$ cat src/rtl/fgs_pkg.sv
// Shared widths and the capture record for the fetch-snooping serializer.
// Assumes an 8-bit character code and a 3-bit sub-row, giving a 2K glyph index.
package fgs_pkg;
    localparam int CODE_W = 8;
    localparam int ROW_W  = 3;
    localparam int NROWS  = 1 << ROW_W;
    localparam int IDX_W  = CODE_W + ROW_W;

    typedef struct packed {
        logic              vld;
        logic [CODE_W-1:0] code;
        logic [ROW_W-1:0]  row;
    } fgs_cap_t;

    // Glyph table index: character code in the upper bits, sub-row below.
    function automatic logic [IDX_W-1:0] glyph_index(input fgs_cap_t c);
        return {c.code, c.row};
    endfunction
endpackage

$ cat src/rtl/fgs_fetch_tap.sv
// Fetch tap: watches the instruction-fetch bus and registers a character
// capture when video is on and the tapped address bit is set.
// Assumes fetch_strobe is high for exactly one clock per fetch.
module fgs_fetch_tap
    import fgs_pkg::*;
#(
    parameter int ADDR_W  = 16,
    parameter int INSTR_W = 16,
    parameter int TAP_BIT = 6
) (
    input  logic                clk,
    input  logic                rst_n,
    input  logic                fetch_strobe,
    input  logic [ADDR_W-1:0]   fetch_addr,
    input  logic [INSTR_W-1:0]  fetch_data,
    input  logic                vid_en,
    input  logic [ROW_W-1:0]    sub_row,
    output fgs_cap_t            cap_q
);
    logic hit;

    // Qualify the fetch: strobe, enable and the window address bit.
    always_comb begin
        hit = fetch_strobe & vid_en & fetch_addr[TAP_BIT];
    end

    // Register the low byte and sub-row of a qualifying fetch.
    always_ff @(posedge clk) begin
        if (!rst_n) begin
            cap_q <= '0;
        end else begin
            cap_q.vld <= hit;
            if (hit) begin
                cap_q.code <= fetch_data[CODE_W-1:0];
                cap_q.row  <= sub_row;
            end
        end
    end
endmodule

$ cat src/rtl/fgs_glyph_rom.sv
// Glyph table: 2K x 8 read-only lookup computed from its index.
// The byte for code c and sub-row r is c rotated left by r, XOR r.
// Assumes NROWS <= CODE_W, so every rotation amount is in range.
module fgs_glyph_rom
    import fgs_pkg::*;
(
    input  logic [IDX_W-1:0]  idx,
    output logic [CODE_W-1:0] glyph
);
    logic [CODE_W-1:0] code;
    logic [ROW_W-1:0]  row;
    logic [CODE_W-1:0] rot [NROWS];

    // Split the index into character code and sub-row.
    always_comb begin
        code = idx[IDX_W-1:ROW_W];
        row  = idx[ROW_W-1:0];
    end

    // One rotated copy of the code per sub-row.
    generate
        for (genvar r = 0; r < NROWS; r++) begin : g_rot
            if (r == 0) begin : g_id
                assign rot[r] = code;
            end else begin : g_sh
                assign rot[r] = {code[CODE_W-1-r:0], code[CODE_W-1:CODE_W-r]};
            end
        end
    endgenerate

    // Select the row's rotation and fold the row number into the low bits.
    always_comb begin
        glyph = rot[row] ^ CODE_W'(row);
    end
endmodule

$ cat src/rtl/fgs_dot_shifter.sv
// Dot shifter: parallel-load shift register that sends its byte MSB first,
// one bit per clock, and is dark once the byte is used up.
// Assumes load is a single-cycle pulse; a load always wins over shifting.
module fgs_dot_shifter #(
    parameter int W = 8
) (
    input  logic         clk,
    input  logic         rst_n,
    input  logic         en,
    input  logic         load,
    input  logic [W-1:0] din,
    output logic         pix
);
    localparam int CNT_W = $clog2(W + 1);

    logic [W-1:0]     sh_q;
    logic [CNT_W-1:0] left_q;

    // Load, shift or empty the register, counting the bits still to send.
    always_ff @(posedge clk) begin
        if (!rst_n) begin
            sh_q   <= '0;
            left_q <= '0;
        end else if (!en) begin
            sh_q   <= '0;
            left_q <= '0;
        end else if (load) begin
            sh_q   <= din;
            left_q <= CNT_W'(W);
        end else if (left_q != '0) begin
            sh_q   <= {sh_q[W-2:0], 1'b0};
            left_q <= left_q - 1'b1;
        end
    end

    // Present the top bit only while a byte is being sent.
    always_comb begin
        pix = (left_q != '0) & sh_q[W-1];
    end
endmodule

$ cat src/rtl/fetch_glyph_serializer.sv
// Top: fetch-snooping text video serializer. Captures character codes from
// instruction fetches in the tapped window, looks up the glyph row and
// shifts it out as pixels. Assumes clk is the dot clock and that vid_ctrl
// is held by a processor-written register (bit 0 enable, upper bits sub-row).
module fetch_glyph_serializer
    import fgs_pkg::*;
#(
    parameter int ADDR_W  = 16,
    parameter int INSTR_W = 16,
    parameter int TAP_BIT = 6
) (
    input  logic                 clk,
    input  logic                 rst_n,
    input  logic                 fetch_strobe,
    input  logic [ADDR_W-1:0]    fetch_addr,
    input  logic [INSTR_W-1:0]   fetch_data,
    input  logic [ROW_W:0]       vid_ctrl,
    output logic                 pix_out
);
    logic              vid_en;
    logic [ROW_W-1:0]  sub_row;
    fgs_cap_t          cap_q;
    logic [CODE_W-1:0] glyph_byte;
    logic              shift_pix;

    // Split the control register into enable and sub-row.
    always_comb begin
        vid_en  = vid_ctrl[0];
        sub_row = vid_ctrl[ROW_W:1];
    end

    fgs_fetch_tap #(
        .ADDR_W (ADDR_W),
        .INSTR_W(INSTR_W),
        .TAP_BIT(TAP_BIT)
    ) u_tap (
        .clk         (clk),
        .rst_n       (rst_n),
        .fetch_strobe(fetch_strobe),
        .fetch_addr  (fetch_addr),
        .fetch_data  (fetch_data),
        .vid_en      (vid_en),
        .sub_row     (sub_row),
        .cap_q       (cap_q)
    );

    fgs_glyph_rom u_rom (
        .idx  (glyph_index(cap_q)),
        .glyph(glyph_byte)
    );

    fgs_dot_shifter #(
        .W(CODE_W)
    ) u_shift (
        .clk  (clk),
        .rst_n(rst_n),
        .en   (vid_en),
        .load (cap_q.vld),
        .din  (glyph_byte),
        .pix  (shift_pix)
    );

    // Blank the pixel at once whenever video is switched off.
    always_comb begin
        pix_out = shift_pix & vid_en;
    end
endmodule

$ cat config.mk
export PLATFORM = sky130hd
export DESIGN_NAME = fetch_glyph_serializer
export DESIGN_NICKNAME = d
export VERILOG_FILES = /design/src/rtl/fgs_pkg.sv /design/src/rtl/fgs_fetch_tap.sv /design/src/rtl/fgs_glyph_rom.sv /design/src/rtl/fgs_dot_shifter.sv /design/src/rtl/fetch_glyph_serializer.sv
export SDC_FILE = /design/constraint.sdc
export NUM_CORES = 1
export LEC_CHECK = 0
export ABC_AREA = 1
export BUFFER_PORTS_ARGS = -buffer_cell sky130_fd_sc_hd__buf_2
export CORE_UTILIZATION = 53
export DETAILED_ROUTE_END_ITERATION = 12
export PLACE_DENSITY_LB_ADDON = 0.1
export SETUP_SLACK_MARGIN = 0.2
export SLEW_MARGIN = 25
export SYNTH_ARGS = -nofsm -noshare
export SYNTH_HDL_FRONTEND = slang
export SYNTH_HIERARCHICAL = 1
export SYNTH_SLANG_ARGS = --single-unit
$ cat constraint.sdc
create_clock -name clk -period 1.45 [get_ports clk]
set_input_delay 0.145 -clock clk [delete_from_list [all_inputs] [get_ports clk]]
set_output_delay 0.145 -clock clk [all_outputs]
set_load 0.005 [all_outputs]
# Word-level counts from Yosys, hierarchy flattened
# Index checks and enable logic that the tools add are counted.
[classes] addsub=1 mul=0 n_div=0 n_lt_le_gt_ge=1 n_eq_ne=0 shift=0 mux=7 bitwise=8 n_reduce_logical=4
[ops] cell="8-bit 2-to-1 mux" n=4
[ops] cell="8-bit binary-select mux with 3-bit select" n=1
[ops] cell="4-bit 2-to-1 mux" n=2
[ops] cell="8-bit by 3-bit bitwise XOR with 8-bit output" n=1
[ops] cell="1-bit AND" n=4
[ops] cell="4-bit >= comparator (second input constant)" n=1
[ops] cell="3-bit NOT with 4-bit output" n=1
[ops] cell="4-bit nonzero test" n=1
[ops] cell="4-bit by 1-bit subtractor with 4-bit output (second input constant)" n=1
[ops] cell="3-bit OR reduction" n=1
[ops] cell="1-bit NOT" n=2
[ops] cell="2-bit AND reduction" n=1
[ops] cell="2-bit nonzero test" n=1
[totals] regBits=24 latch_bits=0 mem_bits_rw=0 rom_bits=0 inputBits=39 output_inout_bits=1 elab_cells=27 memories=0

# Logic depth before layout (Yosys ltp)
# Gate-level depths: netlist (run 1).
[logic_depth] ltp_word=6 mapped_depth=12

# Modules after synthesis
# The synthesis (run 1) kept the hierarchy.
[by_module_without_submodules] module="fgs_dot_shifter" n_inst=1 cells_each=90 area_per_inst_um2=668.1
[by_module_without_submodules] module="fgs_fetch_tap" n_inst=1 cells_each=73 area_per_inst_um2=488.0
[by_module_without_submodules] module="fgs_glyph_rom" n_inst=1 cells_each=68 area_per_inst_um2=411.6
[by_module_without_submodules] module="fetch_glyph_serializer" n_inst=1 cells_each=2 area_per_inst_um2=7.5

# Least setup slack after synthesis (run 1)
# No wires, ideal clock.
[synth_timing] path_kind="register -> output" from="register u_shift.left_q[0]" to="output pix_out" t_arrival_ns=1.095 slack_ns=0.210 stages_incl_launch_ff=9 cell_sequence="dfxtp_1 inv_1 ha_1 buf_2 nand2_4 inv_2 nor2_1 nand2_1 inv_1"
[synth_via] elab_chain_len=3
[synth_lines] element="from (decl)" line="fgs_dot_shifter.sv:17" text="logic [CNT_W-1:0] left_q;"
[synth_lines] element="from (signal assigned)" line="fgs_dot_shifter.sv:29" text="left_q <= CNT_W'(W);"
[synth_lines] element="from (signal assigned)" line="fgs_dot_shifter.sv:32" text="left_q <= left_q - 1'b1;"
[synth_lines] element="4-bit nonzero test" line="fgs_dot_shifter.sv:38" text="pix = (left_q != '0) & sh_q[W-1];"
[synth_lines] element="1-bit AND" line="fgs_dot_shifter.sv:38"
[synth_lines] element="net shift_pix" line="fetch_glyph_serializer.sv:24" text="logic shift_pix;"
[synth_lines] element="1-bit AND" line="fetch_glyph_serializer.sv:65" text="pix_out = shift_pix & vid_en;"
[synth_lines] element="to (decl)" line="fetch_glyph_serializer.sv:18" text="output logic pix_out"
# The timed path passes the listed nets, and every way through them passes these cells.

# Worst setup path in the final report (run 1)
# Same ends and word-level chain as after synthesis.

==> summary.txt, run 1 <==
Setup Skew - 8.308 ps
layout cells sized above 1 - 0.4000
# placed instances - 279
CTS sink count - 24
Tcrit/Tclk final - 0.9718
outcome - finished, final reports clean
total wire length - 3851 microns
final net count - 303
Synth top area share - 0.3050
power density over the cells - 727.0 nW/um^2
endpoints failing setup - 0
# DRC - 0
Layout Cells excl Fill - 291
CP endpoint kind - output port
RSZ-0062 raised after global routing - yes
Avg WL per Cell - 13.23 microns
Cells after Synth - 233
vias per cell - 5.371
Die ar. - 3194 sq um
FF+latch count, synth - 24
Worst-Margin Slew - 425.3 ps
Place WS - 167.0 ps
arrival time at the worst endpoint - 1260 ps
most frequent cells after synthesis - 83 x nand2_1, 27 x nor2_1, 24 x dfxtp_1
row cnt - 19
clock buffer depth - 2
Mean Syn Cell Area - 6.761 sq um
GRT overflow - 0
FFs w/ async S/R, synth - 0
CP Class - reg -> out
Worst VDD drop - 0.0006808 V
CTS tree - yes
routability cong. - 0.8611
number of diodes - 0
max cap viols - 0
Worst-Skew Late Latency - 310 ps
Port Buf Inserts - 16
initial antenna violation count - 0
vias in the first global route - 1,280
largest net degree at the start of global routing - 24
Num CTS Buffers - 3
critical path startpoint category - flip-flop
area delta synth->final - 32.09%
largest area contributor in the netlist - dfxtp_1
Fin. Hold Viols - 0
Core ar. - 2781 sq um
yosys warns - 6
Metal-1 WL - 1716 microns
Lkg Pwr - 1.007 nW
Final Cell Area - 2081 sq um
Pre-antenna DRT Iters - 4
Final ANT Viol Nets - 0
fin worst setup slack - 40.90 ps
Pins Over Slew Limit - 0
Fillers - 225
vias - 1,563
Die Height - 56.52 microns
initial core utilization - 0.5664
top cells by area, synth - dfxtp_1 31%, nand2_1 20%, nand3_2 8.9%
Max Clk Rate - 0.7097 GHz
Cell variety after synth - 26
top sig layer - met4
root buffer cell - clkbuf_4
met3 WL - 161 microns
Synth Flop Type - dfxtp_1
Post-Syn Area - 1575 sq um
DIE WIDTH - 56.52 microns
HP Class - in -> reg
Seq. cell area - 489.2 sq um
Initial DRC Count - 46
DR WL met2 - 1858 microns
number of synthesized flops with an enable pin - 0
Seq/Total Area, Yosys - 0.3050
placed cell area - 1678 sq um
area of the multi-input gates - 1170 sq um
fin util - 0.7481
setup TNS - 0 ps
worst rel slew slack - 0.7161
most numerous cell in the Yosys netlist - nand2_1
IO Pins - 40
H-tree Lvls - 1
Critical Path RT - 1310 ps
syn nets - 274
first-pass GRT wire length - 5244 microns
min cycle time layout - 1409 ps
gr usage total - 0.2046
clk slew on worst S/H paths - 120 ps
dpl hpwl - 2150 microns
CP Max Fanout - 3
==> path summary, 6_finish.rpt <==
path / slack, ps / endpoint / cells past startpoint / startpoint
worst max-delay path: 40 / pix_out / 8 / u_shift/left_q[0]
worst min-delay path: 50 / u_tap/cap_q[7] / 3 / fetch_data[4]
worst max register to register: 80 / u_shift/sh_q[6] / 11 / u_tap/cap_q[0]
worst min register to register: 480 / u_shift/left_q[0] / 2 / u_shift/left_q[0]
==> report_power, final <==
| group | internal (mW) | switching, mW | total, mW |
|---|---|---|---|
| registers | 0.686 | 0.0365 | 0.723 |
| logic | 0.220 | 0.285 | 0.505 |
| clock network | 0.0973 | 0.188 | 0.285 |
| total | 1.00 | 0.510 | 1.51 |
==> metrics by stage <==
| step | power [mW] | hold WS (ps) |
|---|---|---|
| 3_5_place_dp | 1.086 | 369.6 |
| 2_1_floorplan | 0.9985 | 265.4 |
| 4_1_cts | 1.424 | 38.95 |
| 6_report | 1.513 | 49.87 |
| 3_3_place_gp | 1.083 | 367.7 |
| 5_1_grt | 1.597 | 48.03 |
==> cells by family after synthesis <==
| kind of cell | share of synthesized area |
|---|---|
| xor+xnor | 0.005561 |
| fa+ha+maj | 0.01588 |
| flops | 0.3050 |
| buf+inv | 0.1287 |
| compound gates | 0.03415 |
| simple gates | 0.5107 |
==> cells in the final DEF (no fill, tap or decap), types with 4 or more instances in the layout <==
cell     count
nand2_1     73
nor2_1      26
dfxtp_1     19
buf_2       17
inv_1       16
nand3_2     16
nand3_4     11
buf_4       10
nand2_4      9
nand3_1      9
nand4_1      8
a21oi_2      7
nand2_2      6
dfxtp_2      4
==> worst max-delay path, stage by stage, from the launching register on <==
cell and delay [ps]:
dfxtp_2 370, inv_2 50, ha_4 170, nand2_4 70, inv_4 40, nor2_2 70, nand2_1 50, inv_1 40
buf_2 100
==> area by class of cell <==
class,instances,share of cell area
multi-input combinational,177,0.5622
inverter,23,0.05352
tap,31,0.01864
timing repair buffer,33,0.1197
sequential,24,0.2351
clock buffer,3,0.01082
==> layer usage <==
| metal | global-route usage | vias up |
|---|---|---|
| met3 | 0.02995 | 13 |
| met4 | 0.09756 | 0 |
| met1 | 0.2806 | 694 |
| met2 | 0.3143 | 50 |
| met5 | 0 | - |
| li1 | - | 806 |
==> sequential cells by signal, indices dropped and copies added, names as in the netlist <==
signal,cells
u_shift/left_q,4
u_shift/sh_q,8
u_tap/cap_q,12
==> timing repair <==
item	CTS	global route
endpoints found under the setup margin	8	9
buffers inserted	6	2
hold buffers	0	0
resized for setup	21	51
cloned	0	1
endpoints found under the hold margin	0	0
pin swaps	10	21
Power figures use the tool's default switching activity.
==> inputs of run 2 (changes only) <==
clock period = 1.4 ns   (was 1.45 ns; I/O delays follow)
==> run 2 against run 1 <==
- the flow now finishes with violations (setup timing)
- hold slack worse by 39 ps
- sequential power up 4.1%
- sequential share of layout area shrank 1.2 points
- final cell count up 2.1%
- die area stayed put
- routed wire length up 9.5%
- non-clock buffer count is 4 higher
- flip-flop and latch count is the same
- first-iteration DRC count grew to 2.5 times the previous value
- largest power group unchanged
- clock skew decreased by 6.6 ps
- clock-buffer cell count is the same
==> summary.txt, run 2 (same netlist as run 1, synthesis figures left out) <==
highest-delay cell along the critical path - dfxtp_2
initial core utilization - 0.5664 (unchanged)
# DRC - 0 (unchanged)
Worst-Skew Late Latency - 340 ps (+30 ps)
Setup Skew - 1.747 ps (-6.561 ps)
Final Cell Area - 2187 sq um (+5.1%)
Tcrit/Tclk final - 1.007
violated checks - setup timing
power density over the cells - 847.9 nW/um^2 (+17%)
DIE WIDTH - 56.52 microns (unchanged)
gr usage total - 0.2763 (+0.07163)
vias per cell - 5.505 (+2.5%)
number of diodes - 0 (unchanged)
CP cell instances - inv_2 > ha_4 > nand2_4 > inv_4 > nor2_4 > nand2_1 > inv_1 > buf_2
Metal-1 WL - 1862 microns (+8.5%)
Avg WL per Cell - 14.20 microns (+7.3%)
CP Class - reg -> out
worst rel slew slack - 0.7090 (-0.007114)
commonest non-fill, non-tap cells in the layout - 69 x nand2_1, 26 x nor2_1, 20 x dfxtp_1
Core ar. - 2781 sq um (unchanged)
Die ar. - 3194 sq um (unchanged)
endpoints failing setup - 1 (+1)
Fin. Hold Viols - 0 (unchanged)
Worst VDD drop - 0.0009847 V (+45%)
outcome - complete, but fails checks
row cnt - 19 (unchanged)
total wire length - 4218 microns (+9.5%)
fin util - 0.7863 (+0.03824)
Pwr Total - 1.854 mW (+23%)
CP endpoint kind - output port
vias in the first global route - 1,576 (+23%)
Fillers - 185 (-18%)
Die Height - 56.52 microns (unchanged)
clock buffer depth - 2 (unchanged)
area delta synth->final - 38.84%
final net count - 308 (+1.7%)
CP Buf/Inv Count - 4 (unchanged)
Final ANT Viol Nets - 0 (unchanged)
placed cell area - 1680 sq um (+0.15%)
RSZ-0062 raised after global routing - yes
Worst-Margin Slew - 436.0 ps (+10.66 ps)
CTS sink count - 24 (unchanged)
Port Buf Inserts - 16 (unchanged)
Initial DRC Count - 117 (+150%)
IO Pins - 40 (unchanged)
flop2flop setup slack - 10 ps (-70 ps)
CTS tree - yes
most common cell after layout, fill and taps aside - nand2_1
HP Class - in -> reg
clk slew on worst S/H paths - 150 ps (+30 ps)
Max stage delay on crit path - 360 ps (about the same)
vias - 1,635 (+4.6%)
DR WL met2 - 2121 microns (+14%)
H-tree Lvls - 1 (unchanged)
arrival time at the worst endpoint - 1270 ps (about the same)
setup TNS - -9.316 ps (-9.316 ps)
fin worst setup slack - -9.316 ps (-50.21 ps)
root buffer cell - clkbuf_4
first-pass GRT wire length - 6934 microns (+32%)
dpl hpwl - 2084 microns (-3.0%)
critical path startpoint category - flip-flop
largest registers - u_tap/cap_q x12, u_shift/sh_q x8, u_shift/left_q x4
area of the multi-input gates - 1189 sq um (+1.6%)
CP Max Fanout - 2 (-1)
GRT overflow - 0 (unchanged)
hold buffer count at cts - 0 (unchanged)
Largest Register - u_tap/cap_q
Lkg Pwr - 1.079 nW (+7.1%)
Critical Path RT - 1260 ps (-50 ps)
Largest register FFs - 12 (unchanged)
Num CTS Buffers - 3 (unchanged)
hold slack - 11.37 ps (-38.50 ps)
largest net degree at the start of global routing - 24 (unchanged)
met3 WL - 174 microns (+8.1%)
Max Clk Rate - 0.7096 GHz
top sig layer - met4
initial antenna violation count - 0 (unchanged)
layout cells sized above 1 - 0.4211 (+0.02105)
min cycle time layout - 1409 ps
delay-heaviest family, CP - flip-flops
routability cong. - 0.8595 (-0.19%)
Pins Over Slew Limit - 0 (unchanged)
max cap viols - 0 (unchanged)
Seq. cell area - 488.0 sq um (-0.26%)
Pre-antenna DRT Iters - 4 (unchanged)
==> run 2: cell count changes in the layout (fill, tap and decap cells not counted), sizes merged <==
| cell | change |
|---|---|
| buf | +4 |
| clkinv | -1 |
| inv | +2 |
| bufinv | +1 |
==> run 2: worst min-delay path: stages <==
cell and delay (ps):
buf_2 70, nor2_1 30, nor2_1 80
==> run 2: layer usage <==
metal  vias to the layer above  track usage
li1                        810            -
met1                       758       0.3618
met2                        59       0.4639
met3                         8      0.05069
met4                         0      0.07317
met5                         -            0
==> run 2: final timing paths <==
path	depth (start not counted)	startpoint	to
worst max-delay path	8	u_shift/left_q[1]	pix_out
worst min register to register	2	u_shift/sh_q[3]	u_shift/sh_q[3]
worst max register to register	10	u_tap/cap_q[0]	u_shift/sh_q[6]
worst min-delay path	3	fetch_data[4]	u_tap/cap_q[7]
==> run 2: timing repair <==
action,in CTS,in global routing
resized for setup,57,15
gates cloned,2,0
setup endpoints to repair,8,10
setup buffers,10,2
pin swaps,29,10
==> run 2: through the flow <==
stage,setup WS (ps),cells
2_1_floorplan,210.0,233
3_3_place_gp,154.5,279
3_5_place_dp,148.7,279
4_1_cts,-16.30,295
5_1_grt,-105.5,297
6_report,-9.316,297
==> run 2: report_power, final <==
| part | leakage, nW | internal (mW) | switching [mW] |
|---|---|---|---|
| clock | 0.0279 | 0.290 | 0.242 |
| sequential | 0.197 | 0.711 | 0.0423 |
| combinational | 0.853 | 0.251 | 0.317 |
==> run 2: cell type report <==
cell class                 instances  area share
clock buffer                       3     0.01030
inverter                          23     0.04977
sequential                        24      0.2231
timing repair buffer              37      0.1367
tap                               31     0.01773
multi-input combinational        177      0.5435
clock inverter                     1     0.01373
timing repair inverter             1    0.005149
==> inputs of run 3 (changes only) <==
BUFFER_PORTS_ARGS = not set   (was -buffer_cell sky130_fd_sc_hd__buf_2)
CORE_UTILIZATION = 55   (was 53)
DONT_BUFFER_PORTS = 1   (was not set)
clock period = 1.1 ns   (was 1.4 ns; I/O delays follow)
==> run 3 against run 2 <==
- sequential share of layout area rose by 0.69 points
- critical path type unchanged
- critical path depth shrank 1
- worst setup slack worse by 200 ps
- non-clock buffer count decreased by 2
- utilization decreased by 0.051 points
- the run still ends with setup timing left
- critical endpoint unchanged
- clock power decreased by 27%
- sequential power is 28% higher
- clock skew grew 2.7 ps
- largest power group unchanged
==> summary.txt, run 3 (same netlist as run 1, synthesis figures left out) <==
# placed instances - 264 (-5.4%)
Pre-antenna DRT Iters - 4 (unchanged)
CP Max Fanout - 3 (+1)
Pins Over Slew Limit - 0 (unchanged)
power density over the cells - 981.0 nW/um^2 (+16%)
Worst-Margin Slew - 442.4 ps (+6.446 ps)
max cap viols - 0 (unchanged)
area delta synth->final - 36.38%
outcome - complete, but fails checks
Die ar. - 3082 sq um (-3.5%)
number of diodes - 0 (unchanged)
Setup Skew - 4.414 ps (+2.668 ps)
DIE WIDTH - 55.52 microns (-1.8%)
Die Height - 55.52 microns (-1.8%)
Port Buf Inserts - 0 (-16)
clock buffer depth - 2 (unchanged)
Tcrit/Tclk final - 1.189
fin util - 0.7858 (about the same)
critical path startpoint category - flip-flop
Largest register FFs - 12 (unchanged)
min cycle time layout - 1308 ps
H-tree Lvls - 1 (unchanged)
vias per cell - 5.486 (-0.34%)
total wire length - 4109 microns (-2.6%)
routability cong. - 0.9301 (+8.2%)
Pwr Total - 2.107 mW (+14%)
largest net degree at the start of global routing - 24 (unchanged)
HP Class - in -> reg
final net count - 306 (-0.65%)
dpl hpwl - 2421 microns (+16%)
CTS sink count - 24 (unchanged)
Largest Register - u_tap/cap_q
GRT overflow - 0 (unchanged)
gr usage total - 0.2803 (+0.003999)
worst rel slew slack - 0.7051 (-0.003963)
CP endpoint kind - output port
violated checks - setup timing
row cnt - 19 (unchanged)
Worst-Skew Late Latency - 310 ps (-30 ps)
CP Class - reg -> out
clk slew on worst S/H paths - 130 ps (-20 ps)
Fin. Hold Viols - 0 (unchanged)
root buffer cell - clkbuf_4
Lkg Pwr - 1.061 nW (-1.6%)
hold slack - 52.61 ps (+41.24 ps)
placed cell area - 1612 sq um (-4.1%)
initial core utilization - 0.5762 (+0.009850)
Final Cell Area - 2148 sq um (-1.8%)
layout cells sized above 1 - 0.4144 (-0.006604)
Layout Cells excl Fill - 294 (-1.0%)
CTS tree - yes
IO Pins - 40 (unchanged)
Avg WL per Cell - 13.98 microns (-1.6%)
Worst VDD drop - 0.0009021 V (-8.4%)
most common cell after layout, fill and taps aside - nand2_1
Max Clk Rate - 0.7646 GHz
fin worst setup slack - -207.9 ps (-198.6 ps)
arrival time at the worst endpoint - 1200 ps (-70 ps)
vias - 1,613 (-1.3%)
# DRC - 0 (unchanged)
largest registers - u_tap/cap_q x12, u_shift/sh_q x8, u_shift/left_q x4
vias in the first global route - 1,571 (-0.32%)
Num CTS Buffers - 3 (unchanged)
initial antenna violation count - 0 (unchanged)
Core ar. - 2734 sq um (-1.7%)
RSZ-0062 raised after global routing - yes
Fillers - 167 (-9.7%)
commonest non-fill, non-tap cells in the layout - 68 x nand2_1, 25 x nand3_2, 23 x nor2_1
Critical Path RT - 990 ps (-270 ps)
endpoints failing setup - 12 (+11)
Final ANT Viol Nets - 0 (unchanged)
first-pass GRT wire length - 6927 microns (-0.10%)
Initial DRC Count - 73 (-38%)
-- run 3: cell count changes in the layout (fill, tap and decap cells not counted), sizes merged --
cell / change
dlygate4sd3: +11
dlymetal6s4s: +1
buf: -14
bufinv: -1
-- run 3: worst max-delay path: stages (launching register included) --
cell and delay, ps:
dfxtp_2 380, inv_4 50, ha_4 170, nand2_4 70
inv_4 50, nor2_4 60, nand2_1 50, inv_1 60
-- run 3: timing repair --
item                                   CTS  global route
pin swaps                               25            17
endpoints found under the hold margin   12             0
setup buffers                            9             5
hold buffers                            12             0
setup endpoints to repair               13            20
gates resized for setup                 48            27
gates cloned                             1             0
-- run 3: per-stage QoR --
step                worst slack (ps)  setup TNS (ps)
floorplan                     -46.15          -90.01
global placement              -160.5          -908.7
CTS                           -189.9           -1205
finish                        -207.9           -1660
detailed placement            -198.4           -1124
global route                  -304.5           -2616
-- run 3: path summary, 6_finish.rpt --
kind                                          end  slack (ps)              start  depth (start not counted)
worst max-delay path                      pix_out        -210  u_shift/left_q[1]                          7
worst min register to register    u_shift/sh_q[1]         500    u_shift/sh_q[1]                          2
worst max register to register    u_shift/sh_q[0]        -210     u_tap/cap_q[0]                          9
worst min-delay path            u_shift/left_q[3]          50        vid_ctrl[0]                          4
-- run 3: layer usage --
metal	track usage	vias to the layer above	wire, microns
met2	0.4733	54	2055
met3	0.04918	10	180
met5	0	-	0
li1	-	802	-
met4	0.1107	0	95
met1	0.3535	747	1777
-- run 3: cell type report --
type,count,area [sq um],share of cell area
Sequential cell,24,494.2,0.2301
Clock buffer,3,22.52,0.01048
Inverter,23,113.9,0.05300
Tap cell,31,38.79,0.01805
Multi-Input combinational cell,177,1147,0.5341
Timing Repair Buffer,35,325.3,0.1514
Timing Repair inverter,1,6.256,0.002912
-- run 3: power by group --
group / switching (mW) / internal, mW
clock network: 0.262 / 0.128
registers: 0.0586 / 0.904
logic: 0.394 / 0.361
